**src/rtl/thr_evt_pkg.sv**
```systemverilog
package thr_evt_pkg;
    typedef enum logic [1:0] {
        CMP_NE = 2'd0,
        CMP_EQ = 2'd1,
        CMP_GE = 2'd2,
        CMP_LT = 2'd3
    } cmp_e;
endpackage

```
**src/rtl/thr_evt_cfg.sv**
```systemverilog
module thr_evt_cfg
    import thr_evt_pkg::*;
#(
    parameter int THR_W = 12
) (
    input  logic             clk,
    input  logic             rst_n,
    input  logic [THR_W-1:0] thr_i,
    input  logic [1:0]       cmp_i,
    input  logic             one_i,
    output logic [THR_W-1:0] thr_o,
    output cmp_e             cmp_o,
    output logic             one_o
);
    typedef struct packed {
        logic [THR_W-1:0] thr;
        cmp_e             cmp;
        logic             one;
    } cfg_t;

    cfg_t cfg_d, cfg_q;

    always_comb begin
        cfg_d.thr = thr_i;
        cfg_d.cmp = cmp_e'(cmp_i);
        cfg_d.one = one_i;
    end

    always_ff @(posedge clk or negedge rst_n) begin
        if (!rst_n) begin
            cfg_q <= '{thr: '0, cmp: CMP_NE, one: 1'b0};
        end else begin
            cfg_q <= cfg_d;
        end
    end

    assign thr_o = cfg_q.thr;
    assign cmp_o = cfg_q.cmp;
    assign one_o = cfg_q.one;
endmodule

```
**src/rtl/thr_evt_qual.sv**
```systemverilog
module thr_evt_qual
    import thr_evt_pkg::*;
#(
    parameter int EVT_W = 4,
    parameter int THR_W = 12
) (
    input  logic [EVT_W-1:0] evt_i,
    input  logic [THR_W-1:0] thr_i,
    input  cmp_e             cmp_i,
    input  logic             one_i,
    output logic [EVT_W-1:0] inc_o
);
    localparam int CMP_W = (THR_W > EVT_W) ? THR_W : EVT_W;

    logic [CMP_W-1:0] evt_x;
    logic [CMP_W-1:0] thr_x;
    logic             pass;
    logic             bypass;

    // Both operands are widened to the larger width, so neither is ever truncated.
    assign evt_x  = CMP_W'(evt_i);
    assign thr_x  = CMP_W'(thr_i);
    assign bypass = (thr_i == '0);

    always_comb begin
        unique case (cmp_i)
            CMP_NE:  pass = (evt_x != thr_x);
            CMP_EQ:  pass = (evt_x == thr_x);
            CMP_GE:  pass = (evt_x >= thr_x);
            CMP_LT:  pass = (evt_x <  thr_x);
            default: pass = 1'b0;
        endcase
    end

    always_comb begin
        if (bypass) begin
            inc_o = evt_i;
        end else if (!pass) begin
            inc_o = '0;
        end else if (one_i) begin
            inc_o = EVT_W'(1);
        end else begin
            inc_o = evt_i;
        end
    end
endmodule

```
**src/rtl/thr_evt_accum.sv**
```systemverilog
module thr_evt_accum #(
    parameter int EVT_W = 4,
    parameter int CNT_W = 64
) (
    input  logic             clk,
    input  logic             rst_n,
    input  logic             en_i,
    input  logic             clr_i,
    input  logic             wr_i,
    input  logic [CNT_W-1:0] wr_data_i,
    input  logic [EVT_W-1:0] inc_i,
    output logic [CNT_W-1:0] count_o,
    output logic             ovf_o
);
    typedef struct packed {
        logic [CNT_W-1:0] count;
        logic             ovf;
    } acc_t;

    acc_t         acc_d, acc_q;
    logic [CNT_W:0] sum;

    assign sum = {1'b0, acc_q.count} + (CNT_W+1)'(inc_i);

    always_comb begin
        acc_d = acc_q;
        if (clr_i) begin
            acc_d.count = '0;
            acc_d.ovf   = 1'b0;
        end else if (wr_i) begin
            acc_d.count = wr_data_i;
        end else if (en_i) begin
            acc_d.count = sum[CNT_W-1:0];
            acc_d.ovf   = acc_q.ovf | sum[CNT_W];
        end
    end

    always_ff @(posedge clk or negedge rst_n) begin
        if (!rst_n) begin
            acc_q <= '{count: '0, ovf: 1'b0};
        end else begin
            acc_q <= acc_d;
        end
    end

    assign count_o = acc_q.count;
    assign ovf_o   = acc_q.ovf;
endmodule

```
**src/rtl/thr_evt_counter.sv**
```systemverilog
module thr_evt_counter
    import thr_evt_pkg::*;
#(
    parameter int EVT_W = 4,
    parameter int THR_W = 12,
    parameter int CNT_W = 64
) (
    input  logic             clk,
    input  logic             rst_n,
    input  logic             en,
    input  logic             clr,
    input  logic             wr_en,
    input  logic [CNT_W-1:0] wr_data,
    input  logic [EVT_W-1:0] evt_cnt,
    input  logic [THR_W-1:0] cfg_thr,
    input  logic [1:0]       cfg_cmp,
    input  logic             cfg_one,
    output logic [CNT_W-1:0] count,
    output logic             ovf
);
    logic [THR_W-1:0] cfg_thr_q;
    cmp_e             cfg_cmp_q;
    logic             cfg_one_q;
    logic [EVT_W-1:0] inc;

    thr_evt_cfg #(.THR_W(THR_W)) u_cfg (
        .clk   (clk),
        .rst_n (rst_n),
        .thr_i (cfg_thr),
        .cmp_i (cfg_cmp),
        .one_i (cfg_one),
        .thr_o (cfg_thr_q),
        .cmp_o (cfg_cmp_q),
        .one_o (cfg_one_q)
    );

    thr_evt_qual #(.EVT_W(EVT_W), .THR_W(THR_W)) u_qual (
        .evt_i (evt_cnt),
        .thr_i (cfg_thr_q),
        .cmp_i (cfg_cmp_q),
        .one_i (cfg_one_q),
        .inc_o (inc)
    );

    thr_evt_accum #(.EVT_W(EVT_W), .CNT_W(CNT_W)) u_acc (
        .clk       (clk),
        .rst_n     (rst_n),
        .en_i      (en),
        .clr_i     (clr),
        .wr_i      (wr_en),
        .wr_data_i (wr_data),
        .inc_i     (inc),
        .count_o   (count),
        .ovf_o     (ovf)
    );
endmodule

```
**config.mk**
```make
export PLATFORM = sky130hd
export DESIGN_NAME = thr_evt_counter
export DESIGN_NICKNAME = d
export VERILOG_FILES = /design/src/rtl/thr_evt_pkg.sv /design/src/rtl/thr_evt_cfg.sv /design/src/rtl/thr_evt_qual.sv /design/src/rtl/thr_evt_accum.sv /design/src/rtl/thr_evt_counter.sv
export SDC_FILE = /design/constraint.sdc
export NUM_CORES = 1
export LEC_CHECK = 0
export ABC_AREA = 1
export ABC_CLOCK_PERIOD_IN_PS = 8600
export BUFFER_PORTS_ARGS = -buffer_cell sky130_fd_sc_hd__buf_2
export CORE_MARGIN = 4
export CORE_UTILIZATION = 40
export CTS_CLUSTER_SIZE = 8
export DETAILED_ROUTE_END_ITERATION = 12
export GPL_TIMING_DRIVEN = 0
export MAX_ROUTING_LAYER = met4
export PLACE_DENSITY_LB_ADDON = 0.2
export RECOVER_POWER = 25
export SETUP_SLACK_MARGIN = 0.2
export SYNTH_ARGS = -nofsm -noshare
export SYNTH_HDL_FRONTEND = slang
export SYNTH_SLANG_ARGS = --single-unit
```
**constraint.sdc**
```tcl
create_clock -name clk -period 8.6 [get_ports clk]
set_clock_uncertainty 0.1 [all_clocks]
set_input_delay 1.72 -clock clk [delete_from_list [all_inputs] [get_ports clk]]
set_output_delay 1.72 -clock clk [all_outputs]
set_load 0.02 [all_outputs]
```
==> results of run 1 <==
tightest hold or removal path, delay by kind of cell, from the launching register on:
family                 cells  cell delay, ps
flip-flops                 1             370
AO/OA/AOI/OAI              1              50
buffers and inverters      1              50
metal layers:
metal / GRT usage, % / vias up / wire length (um)
li1: - / 3469 / -
met1: 37.1 / 3119 / 10700
met2: 38.2 / 272 / 9750
met3: 5.89 / 55 / 1850
met4: 10.9 / 0 / 796
met5: - / - / 0
where the power goes:
group	switching, mW	total (mW)	internal [mW]
Combinational	0.139	0.215	0.0761
Clock	0.173	0.411	0.238
Sequential	0.0476	0.452	0.405
Total	0.360	1.08	0.718
per-stage QoR:
stage / power [mW] / util, % / setup WS (ps) / area [sq um] / instances
2_1_floorplan: 0.571 / - / 4240 / 6100 / 1008
3_3_place_gp: 0.671 / 48.1 / 3570 / 7090 / 1343
3_5_place_dp: 0.675 / 48.3 / 3530 / 7120 / 1344
4_1_cts: 1.08 / 50.4 / 3890 / 7440 / 1360
5_1_grt: 1.13 / 50.2 / 2600 / 7410 / 1360
6_report: 1.08 / 50.2 / 3420 / 7410 / 1360
placed cells by master (no fill, tap or decap), types with 9 or more instances in the layout:
cell type,synthesis,routed
inv_1,103,103
nand4_1,11,11
nor2_1,220,220
o21ai_0,51,51
nand2_1,329,329
clkbuf_1,13,15
xnor2_1,12,12
dfrtp_1,80,80
xor2_1,11,11
nor2_2,11,11
clkbuf_16,0,9
nand3_1,79,79
o21ai_1,15,15
nand2_2,10,10
buf_2,9,159
nand3b_1,9,9
cells in the mapped netlist (2+ instances only):
cell type / count
o21ai_1: 15
nand3_1: 79
nand3b_1: 9
nor2_2: 11
buf_1: 4
a21oi_1: 4
inv_2: 2
nand2_1: 329
clkbuf_1: 13
nor2_4: 5
nand2_2: 10
o22ai_1: 5
or2_0: 2
nor3_1: 3
nor2_1: 220
buf_2: 9
dfrtp_1: 80
inv_1: 103
nand4_1: 11
o21ai_0: 51
xor2_1: 11
ha_1: 8
xnor2_1: 12
o21bai_1: 3
cells by family after synthesis:
| group | share of synthesized area (%) |
|---|---|
| buffers and inverters | 8.24 |
| AND/OR/NAND/NOR | 46.6 |
| multiplexers | 0.164 |
| AO/OA/AOI/OAI | 6.91 |
| adder cells (fa/ha/maj) | 1.97 |
| flip-flops | 32.8 |
| XOR/XNOR | 3.30 |
cell type report:
cell class / count / area [sq um]
clock buffer: 10 / 239
multi-input combinational: 797 / 3600
fill: 1662 / 7350
sequential: 80 / 2000
buffer: 26 / 109
clock inverter: 6 / 76.3
timing repair buffer: 152 / 758
tap: 184 / 230
inverter: 105 / 394
sequential cells by signal, summed over array words and instances (netlist names):
name	flops
u_cfg.thr_o	12
u_acc.ovf_o	1
u_cfg.cmp_o	2
u_cfg.one_o	1
u_acc.count_o	64
path summary, 6_finish.rpt:
check	start	to	slack (ps)
worst min register to register	u_acc.ovf_o	u_acc.ovf_o	410
worst max-delay path	rst_n	u_acc.count_o[56]	3420
max in group clk	evt_cnt[3]	u_acc.count_o[34]	3840
min in group asynchronous	rst_n	u_cfg.thr_o[2]	1790
worst max register to register	u_cfg.thr_o[3]	u_acc.count_o[34]	4950
worst min-delay path	u_acc.ovf_o	u_acc.ovf_o	410
==> run_results.csv, run 1 <==
group,metric,value,unit
floorplan,coreArea,14800,sq um
critical_path,path_buf_inv,2,
global_routing,antenna_found_initial,0,
worst_hold_path,min_path_type,"flop to flop",
clock_network,cts_buffers,9,
clock_network,clock-root-buffer,"clkbuf_16",
critical_path,crit_cells,2,
job,cap_violations,2,
clock_network,clockBufferDepth,2,
critical_path,crit_type,"input pin to async pin",
placement,numPortBuffers,151,
yosys,synthFlopType,"dfrtp_1",
yosys,yosys-top-cells-area,"dfrtp_1 33%, nand2_1 20%, nor2_1 14%, nand3_1 6.5%, inv_1 6.3%",
timing,fin_crit_sh,60.3,%
yosys,yosysTopAreaCell,"dfrtp_1",
clock_network,cts.htree.levels,3,
yosys,synth_edf_count,0,
timing,worst_slew_pin_slew,2550,ps
placement,gp_routability_congestion,0.960,
power_and_ir_drop,power-per-cell-area,146,nW/um^2
yosys,synth_area,6100,sq um
global_routing,grt_usage,26.9,%
critical_path,crit_path_max_incr_delay,1900,ps
timing,slew_headroom,-69.8,%
drt,first_pass_iters,8,
clock_network,path_clk_slew,60,ps
floorplan,rows,44,
power_and_ir_drop,peakVddDrop,89.6,uV
critical_path,crit_top_cell,"clkbuf_1",
drt,finalWirelength,23100,um
critical_path,crit_chain,"clkbuf_1 > clkbuf_1",
placement,hpwl,18500,um
timing,period_needed,5180,ps
power_and_ir_drop,p_leak,3.63,nW
finish,final_layout_size_suffix_gt1_share,17.6,%
worst_hold_path,hold_depth,2,
yosys,ys_types,33,
outcome,violations,"capacitance limit, slew limit",
critical_path,crit_fanout,47,
critical_path,crit_path_start_kind,"input pin",
clock_network,cts_setup_buffers,0,
floorplan,dieHeight,132,um
global_routing,grt_max_degree,48,
yosys,yosys_warnings,0,
floorplan,start_util,41.4,%
yosys,postSynthAreaPerCell,6.06,sq um
yosys,synth_top_area_share,32.8,%
yosys,synth-seq-cells,80,
floorplan,io_pins,153,
clock_network,tritoncts,"done",
yosys,synthCells,1008,
floorplan,dieArea,17300,sq um
critical_path,critPathRequiredTime,8410,ps
timing,hold_violations,0,
global_routing,grt_overflow_total,0,
drt,wire_per_inst,17.0,um
drt,vias,6915,
yosys,syn_nets,1105,
yosys,seq_area_frac_synth,32.8,%
yosys,synth-async-reset-ratio,100,%
critical_path,rr_worst_depth,24,
clock_network,cts.repair.resized,0,
drt,vias_per_cell,5.08,
timing,max_freq,193,MHz
clock_network,cts_sinks,80,
drt,drt_iter0_markers,574,
outcome,status,"complete, but fails checks",
critical_path,cp_slowest_cell,"clkbuf_1",
critical_path,endpoint_kind,"async pin",
global_routing,grt_pass1_wl,35200,um
drt,final_antenna_net_count,0,
global_routing,grt_pass1_vias,6377,
timing,rsz0062_at_grt,"no",
floorplan,die_x,132,um
timing,timing.hold.ws,415,ps
timing,setup_viol,0,
critical_path,critPathArrivalTime,5000,ps
finish,area_growth,21.4,%
timing,drv_slew,83,
clock_network,insertion_delay,350,ps
clock_network,cts_hold_buf,0,
critical_path,cp_top_family,"buffers and inverters",
drt,route.detailed.drc,0,
timing,fin_setup_tns,0,ps
finish,antenna_cells,0,
finish,nNetsFinal,1268,
Note: power is estimated with default switching activity, not from simulation.
==> inputs of run 2 (changes only) <==
- ABC_AREA: 1 -> 0
- ABC_CLOCK_PERIOD_IN_PS: 8600 -> 5150
- clock period: 8.6 -> 5.15 ns (I/O delays scaled with it)
==> run 2 against run 1 <==
Net effect:
- the run still ends with capacitance limit, slew limit left
- sequential share of layout area up 6.3 points
- power is 45% higher
- clock-buffer cell count shrank 1
- sequential cell count unchanged
- via count down 30%
- utilization increased by 1.8 points
- critical path depth is 12 higher
- sequential power grew 58%
- critical endpoint is now u_acc.count_o[32]
==> run_results.csv, run 2 <==
group,metric,value,unit
power_and_ir_drop,p_sw,475,uW
placement,place_ws,-27.5,ps
power_and_ir_drop,p_int,1.09,mW
yosys,yosys-top-cells-count,"80 x dfrtp_1, 63 x nand2_1, 60 x nor2_1",
global_routing,antenna_found_initial,0,
finish,layout_common_cells,"150 x buf_2, 80 x dfrtp_1, 63 x nand2_1",
finish,nNetsFinal,792,
critical_path,cp_slowest_cell,"a211oi_1",
timing,period_needed,4710,ps
placement,hpwl,12200,um
worst_hold_path,hold_path.startpoint,"u_acc.ovf_o",
outcome,status,"complete, but fails checks",
timing,rsz0062_at_grt,"no",
yosys,synth-async-reset-ratio,100,%
timing,hold_violations,0,
drt,vias_per_cell,5.75,
floorplan,coreArea,11600,sq um
timing,max_freq,212,MHz
finish,antenna_cells,0,
yosys,yosys_warnings,0,
power_and_ir_drop,p_sw_share,30.4,%
timing,worst_slack,444,ps
floorplan,dieHeight,117,um
placement,numPortBuffers,150,
global_routing,grt_max_degree,56,
yosys,syn_nets,630,
critical_path,reg2reg_slack,860,ps
yosys,synth_edf_count,0,
yosys,postSynthAreaPerCell,8.95,sq um
critical_path,crit_path_start_kind,"input pin",
power_and_ir_drop,peakVddDrop,128,uV
drt,final_antenna_net_count,0,
yosys,synth_area,4770,sq um
floorplan,rows,39,
clock_network,cts_sinks,80,
yosys,synth-seq-cells,80,
worst_hold_path,min_path_type,"flop to flop",
floorplan,die_x,117,um
yosys,yosysMostFrequentCell,"dfrtp_1",
yosys,yosys-top-cells-area,"dfrtp_1 42%, xnor2_1 6.2%, nand2_1 5.0%, nor2_1 4.7%, nand4_1 4.1%",
timing,slew_headroom,-1.13,%
critical_path,endpoint_kind,"flop",
critical_path,critPathArrivalTime,4880,ps
finish,largest_reg_flops,64,
outcome,violations,"capacitance limit, slew limit",
clock_network,clockBufferDepth,2,
power_and_ir_drop,seqPwrFrac,45.7,%
finish,area_growth,26.0,%
drt,vias,4851,
critical_path,crit_path_max_incr_delay,870,ps
yosys,synthCells,533,
timing,drv_slew,26,
timing,worst_slew_pin_slew,1520,ps
job,cap_violations,1,
finish,instances_no_fill,843,
power_and_ir_drop,power-per-cell-area,260,nW/um^2
drt,wire_per_inst,19.4,um
yosys,synthFlopType,"dfrtp_1",
finish,final_layout_size_suffix_gt1_share,26.7,%
yosys,seq_area_frac_synth,42.0,%
critical_path,rr_worst_depth,14,
clock_network,cts.htree.levels,3,
floorplan,io_pins,153,
global_routing,grt_usage,25.3,%
worst_hold_path,holdPathEnd,"u_acc.ovf_o",
critical_path,crit_fanout,10,
global_routing,grt_pass1_wl,25500,um
floorplan,start_util,41.3,%
clock_network,clock-root-buffer,"clkbuf_16",
placement,dp_cells,827,
worst_hold_path,hold_depth,2,
floorplan,dieArea,13700,sq um
yosys,synth_top_area_share,42.0,%
drt,route.detailed.drc,0,
placement,gp_routability_congestion,0.923,
critical_path,critPathRequiredTime,5320,ps
yosys,ys_types,59,
power_and_ir_drop,clkPwrFrac,38.4,%
drt,finalWirelength,16300,um
global_routing,grt_pass1_vias,4805,
clock_network,path_clk_slew,70,ps
critical_path,r2r_start,"u_cfg.thr_o[1]",
clock_network,insertion_delay,350,ps
drt,first_pass_iters,5,
timing,setup_viol,0,
critical_path,r2r-end,"u_acc.count_o[32]",
power_and_ir_drop,p_leak,2.62,nW
power_and_ir_drop,finalPower,1.56,mW
global_routing,grt_overflow_total,0,
clock_network,cts_buffers,9,
critical_path,crit_top_cell,"o21ai_0",
timing,fin_crit_sh,91.4,%
power_and_ir_drop,power.share.combinational,16.0,%
critical_path,crit_type,"input pin to flop",
finish,layout_commonest_cell,"buf_2",
clock_network,tritoncts,"done",
yosys,yosysTopAreaCell,"dfrtp_1",
critical_path,crit_chain,"buf_2 > ha_1 > nand2_1 > o21ai_0 > mux2_2 > o31a_1 > nand2b_1 > fa_1 > nor2b_1 > o21ai_1 > a211oi_1 > nand3_1 > xor2_1 > o21ai_0",
drt,drt_iter0_markers,451,
## run 2: changes by cell type after synthesis, sizes merged, moves of 20 or more
| cell | change |
|---|---|
| nand4 | +22 |
| xnor2 | +22 |
| nand2 | -276 |
| inv | -88 |
| o21ai | -48 |
| a21oi | +20 |
| nor2 | -176 |
| nand3 | -48 |
## run 2: power by group through the flow
stage | clock, mW | combinational, mW | sequential, mW
2_1_floorplan | 0 | 0.0982 | 0.750
3_3_place_gp | 0 | 0.241 | 0.722
3_5_place_dp | 0 | 0.250 | 0.724
4_1_cts | 0.614 | 0.251 | 0.712
5_1_grt | 0.638 | 0.274 | 0.720
6_report | 0.600 | 0.249 | 0.713
## run 2: worst max path at each step
stage                          start                end  slack [ps]
after floorplan           evt_cnt[3]  u_acc.count_o[34]         820
after global placement    evt_cnt[3]  u_acc.count_o[34]          30
after detailed placement  evt_cnt[3]  u_acc.count_o[34]         -30
after CTS                 evt_cnt[3]  u_acc.count_o[34]         320
after global routing      evt_cnt[0]  u_acc.count_o[32]         240
final                     evt_cnt[3]  u_acc.count_o[32]         440
## run 2: cells by family (layout without fill, tap and decap cells)
family / Yosys count / after routing / synth area share, %
AOI/OAI and AO/OA: 91 / 91 / 12.9
xor gates and xnor gates: 50 / 50 / 9.18
and+or+nand+nor: 251 / 251 / 27.5
adders and majority gates: 9 / 9 / 2.52
DFF: 80 / 80 / 42.0
muxes: 13 / 13 / 2.75
buffers and inverters: 39 / 206 / 3.25
## run 2: repair_timing
| item | 4_1_cts | 5_1_grt |
|---|---|---|
| hold buffers | 0 | 0 |
| endpoints found under the setup margin | 0 | 8 |
| setup buffers | 0 | 0 |
| gates resized for setup | 0 | 2 |
## run 2: area by class of cell
class	count	area, sq um
clock buffer	9	225
inverter	18	67.6
timing repair buffer	151	777
fill	1151	5550
tap	143	179
buffer	21	87.6
multi-input combinational	414	2630
clock inverter	7	47.5
sequential	80	2000
## run 2: through the flow
| stage | cell area [sq um] | setup TNS [ps] | hold slack, ps | utilization [%] |
|---|---|---|---|---|
| after CTS | 6000 | 0 | 450 | 51.9 |
| after global placement | 5700 | 0 | 425 | 49.3 |
| final | 6010 | 0 | 463 | 52.0 |
| after floorplan | 4770 | 0 | 498 | - |
| after global routing | 6010 | 0 | 509 | 52.0 |
| after detailed placement | 5730 | -27.5 | 434 | 49.6 |
## run 2: critical path: cells and delay by family
kind / cells / cell delay (ps)
fa+ha+maj: 2 / 700
xor+xnor: 1 / 200
buf+inv: 1 / 110
mux: 1 / 370
compound gates: 5 / 1830
simple gates: 4 / 630
## run 2: per-layer routing
| layer | vias up | part of all wire [%] | track usage, % |
|---|---|---|---|
| li1 | 2272 | - | - |
| met1 | 2278 | 43 | 33.6 |
| met2 | 262 | 46 | 37.9 |
| met3 | 39 | 8.9 | 4.47 |
| met4 | 0 | 3.0 | 11.2 |
| met5 | - | 0 | - |
==> inputs of run 3 (changes only) <==
- ABC_CLOCK_PERIOD_IN_PS: 5150 -> not set
- MAX_ROUTING_LAYER: met4 -> not set
==> run 3 against run 2 <==
Net effect:
- the flow still finishes with violations (capacitance limit, slew limit)
- clock-buffer cell count is the same
- sequential share of layout area down 0.19 points
- register-to-register slack better by 50 ps
- largest power group unchanged
- highest routed layer unchanged
==> run_results.csv, run 3 (synthesis results as in run 2) <==
group,metric,value,unit
outcome,status,"complete, but fails checks",
outcome,violations,"capacitance limit, slew limit",
worst_hold_path,min_path_type,"flop to flop",
clock_network,cts_sinks,80,
floorplan,io_pins,153,
clock_network,cts_setup_buffers,0,
job,cap_violations,1,
floorplan,start_util,41.3,%
timing,worst_slew_pin_slew,2510,ps
clock_network,cts_hold_buf,0,
power_and_ir_drop,p_sw_share,28.5,%
timing,period_needed,4650,ps
clock_network,cts_buffers,9,
floorplan,rows,39,
global_routing,grt_max_degree,54,
placement,gp_routability_congestion,0.908,
critical_path,crit_type,"input pin to flop",
drt,finalWirelength,16100,um
finish,layout_common_cells,"150 x buf_2, 80 x dfrtp_1, 63 x nand2_1",
floorplan,dieArea,13700,sq um
timing,max_freq,215,MHz
critical_path,crit_path_start_kind,"input pin",
finish,area_growth,26.8,%
power_and_ir_drop,peakVddDrop,150,uV
timing,fin_setup_tns,0,ps
finish,largest_reg_flops,64,
critical_path,endpoint_kind,"flop",
clock_network,insertion_delay,350,ps
power_and_ir_drop,power.share.combinational,14.9,%
placement,numPortBuffers,150,
timing,setup_viol,0,
critical_path,crit_fanout,10,
global_routing,antenna_found_initial,0,
power_and_ir_drop,power-per-cell-area,274,nW/um^2
global_routing,grt_pass1_vias,4808,
global_routing,grt_pass1_wl,25200,um
clock_network,clockBufferDepth,2,
drt,first_pass_iters,5,
power_and_ir_drop,clkPwrFrac,42.1,%
timing,slew_headroom,-67.5,%
drt,drt_iter0_markers,329,
finish,final_layout_size_suffix_gt1_share,26.6,%
clock_network,clock-root-buffer,"clkbuf_16",
drt,route.detailed.drc,0,
finish,layout_commonest_cell,"buf_2",
floorplan,coreArea,11600,sq um
drt,final_antenna_net_count,0,
power_and_ir_drop,p_int,1.18,mW
global_routing,grt_usage,23.9,%
timing,rsz0062_at_grt,"no",
power_and_ir_drop,finalPower,1.66,mW
placement,hpwl,12100,um
clock_network,cts.repair.resized,0,
global_routing,grt_overflow_total,0,
drt,vias_per_cell,5.69,
timing,drv_slew,54,
floorplan,die_x,117,um
finish,nFillCells,1155,
finish,antenna_cells,0,
clock_network,tritoncts,"done",
power_and_ir_drop,p_leak,2.64,nW
clock_network,cts.htree.levels,3,
drt,vias,4795,
timing,hold_violations,0,
critical_path,critPathRequiredTime,5270,ps
clock_network,path_clk_slew,60,ps
power_and_ir_drop,p_sw,471,uW
drt,wire_per_inst,19.1,um
floorplan,dieHeight,117,um
finish,nNetsFinal,792,
power_and_ir_drop,seqPwrFrac,43.1,%
timing,fin_crit_sh,90.2,%
critical_path,critPathArrivalTime,4760,ps
run 3: changes by cell type in the layout (fill, tap and decap cells not counted), sizes merged:
| cell | previous run | this run |
|---|---|---|
| buf | 155 | 154 |
| clkinv | 5 | 3 |
| clkinvlp | 2 | 3 |
| bufinv | 0 | 2 |
| inv | 18 | 17 |
| dlymetal6s4s | 0 | 1 |
run 3: worst paths after layout:
check | cells past startpoint | end | startpoint | slack (ps)
worst max-delay path | 14 | u_acc.count_o[32] | evt_cnt[3] | 500
max in group asynchronous | 2 | u_acc.count_o[6] | rst_n | 860
min in group asynchronous | 1 | u_acc.count_o[50] | rst_n | 910
worst min register to register | 2 | u_acc.ovf_o | u_acc.ovf_o | 430
worst min-delay path | 2 | u_acc.ovf_o | u_acc.ovf_o | 430
worst max register to register | 14 | u_acc.count_o[32] | u_cfg.thr_o[3] | 910
run 3: metal layers:
metal | global-route usage (%) | vias up | part of all wire [%]
met5 | 0 | - | 0
met4 | 9.17 | 0 | 2.6
met1 | 31.8 | 2261 | 43
met2 | 37.8 | 237 | 45
met3 | 5.66 | 32 | 9.1
li1 | - | 2265 | -
run 3: cell type report:
type,count,area [sq um],share of cell area [%]
plain buffers,21,87.6,1.45
clock buffers,9,225,3.72
clock inverters,7,96.3,1.59
inverters,18,67.6,1.12
multi-input cells,414,2630,43.5
flip-flops and latches,80,2000,33.1
well taps,143,179,2.96
repair buffers,151,762,12.6
run 3: metrics by stage:
stage,hold slack (ps),instance area [sq um],utilization (%),setup WS [ps],std cells
floorplan,498,4770,-,819,533
CTS,435,6050,52.3,368,843
detailed placement,419,5730,49.6,9.96,827
global route,485,6050,52.3,142,843
finish,434,6050,52.3,503,843
global placement,424,5700,49.3,46.8,826
run 3: worst max-delay path, stage by stage:
cell and delay (ps):
buf_2 110, ha_1 310, nand2_1 50, o21ai_0 180
mux2_2 370, o31a_1 330, nand2b_1 180, fa_1 400
nor2b_1 150, o21ai_1 290, a211oi_1 840, nand3_1 180
xor2_1 230, o21ai_0 100
run 3: power by group through the flow:
stage,Combinational (mW),Sequential (mW),Clock (mW)
5_1_grt,0.271,0.719,0.733
6_report,0.246,0.713,0.696
3_5_place_dp,0.250,0.723,0
4_1_cts,0.251,0.712,0.707
2_1_floorplan,0.0982,0.750,0
3_3_place_gp,0.242,0.721,0
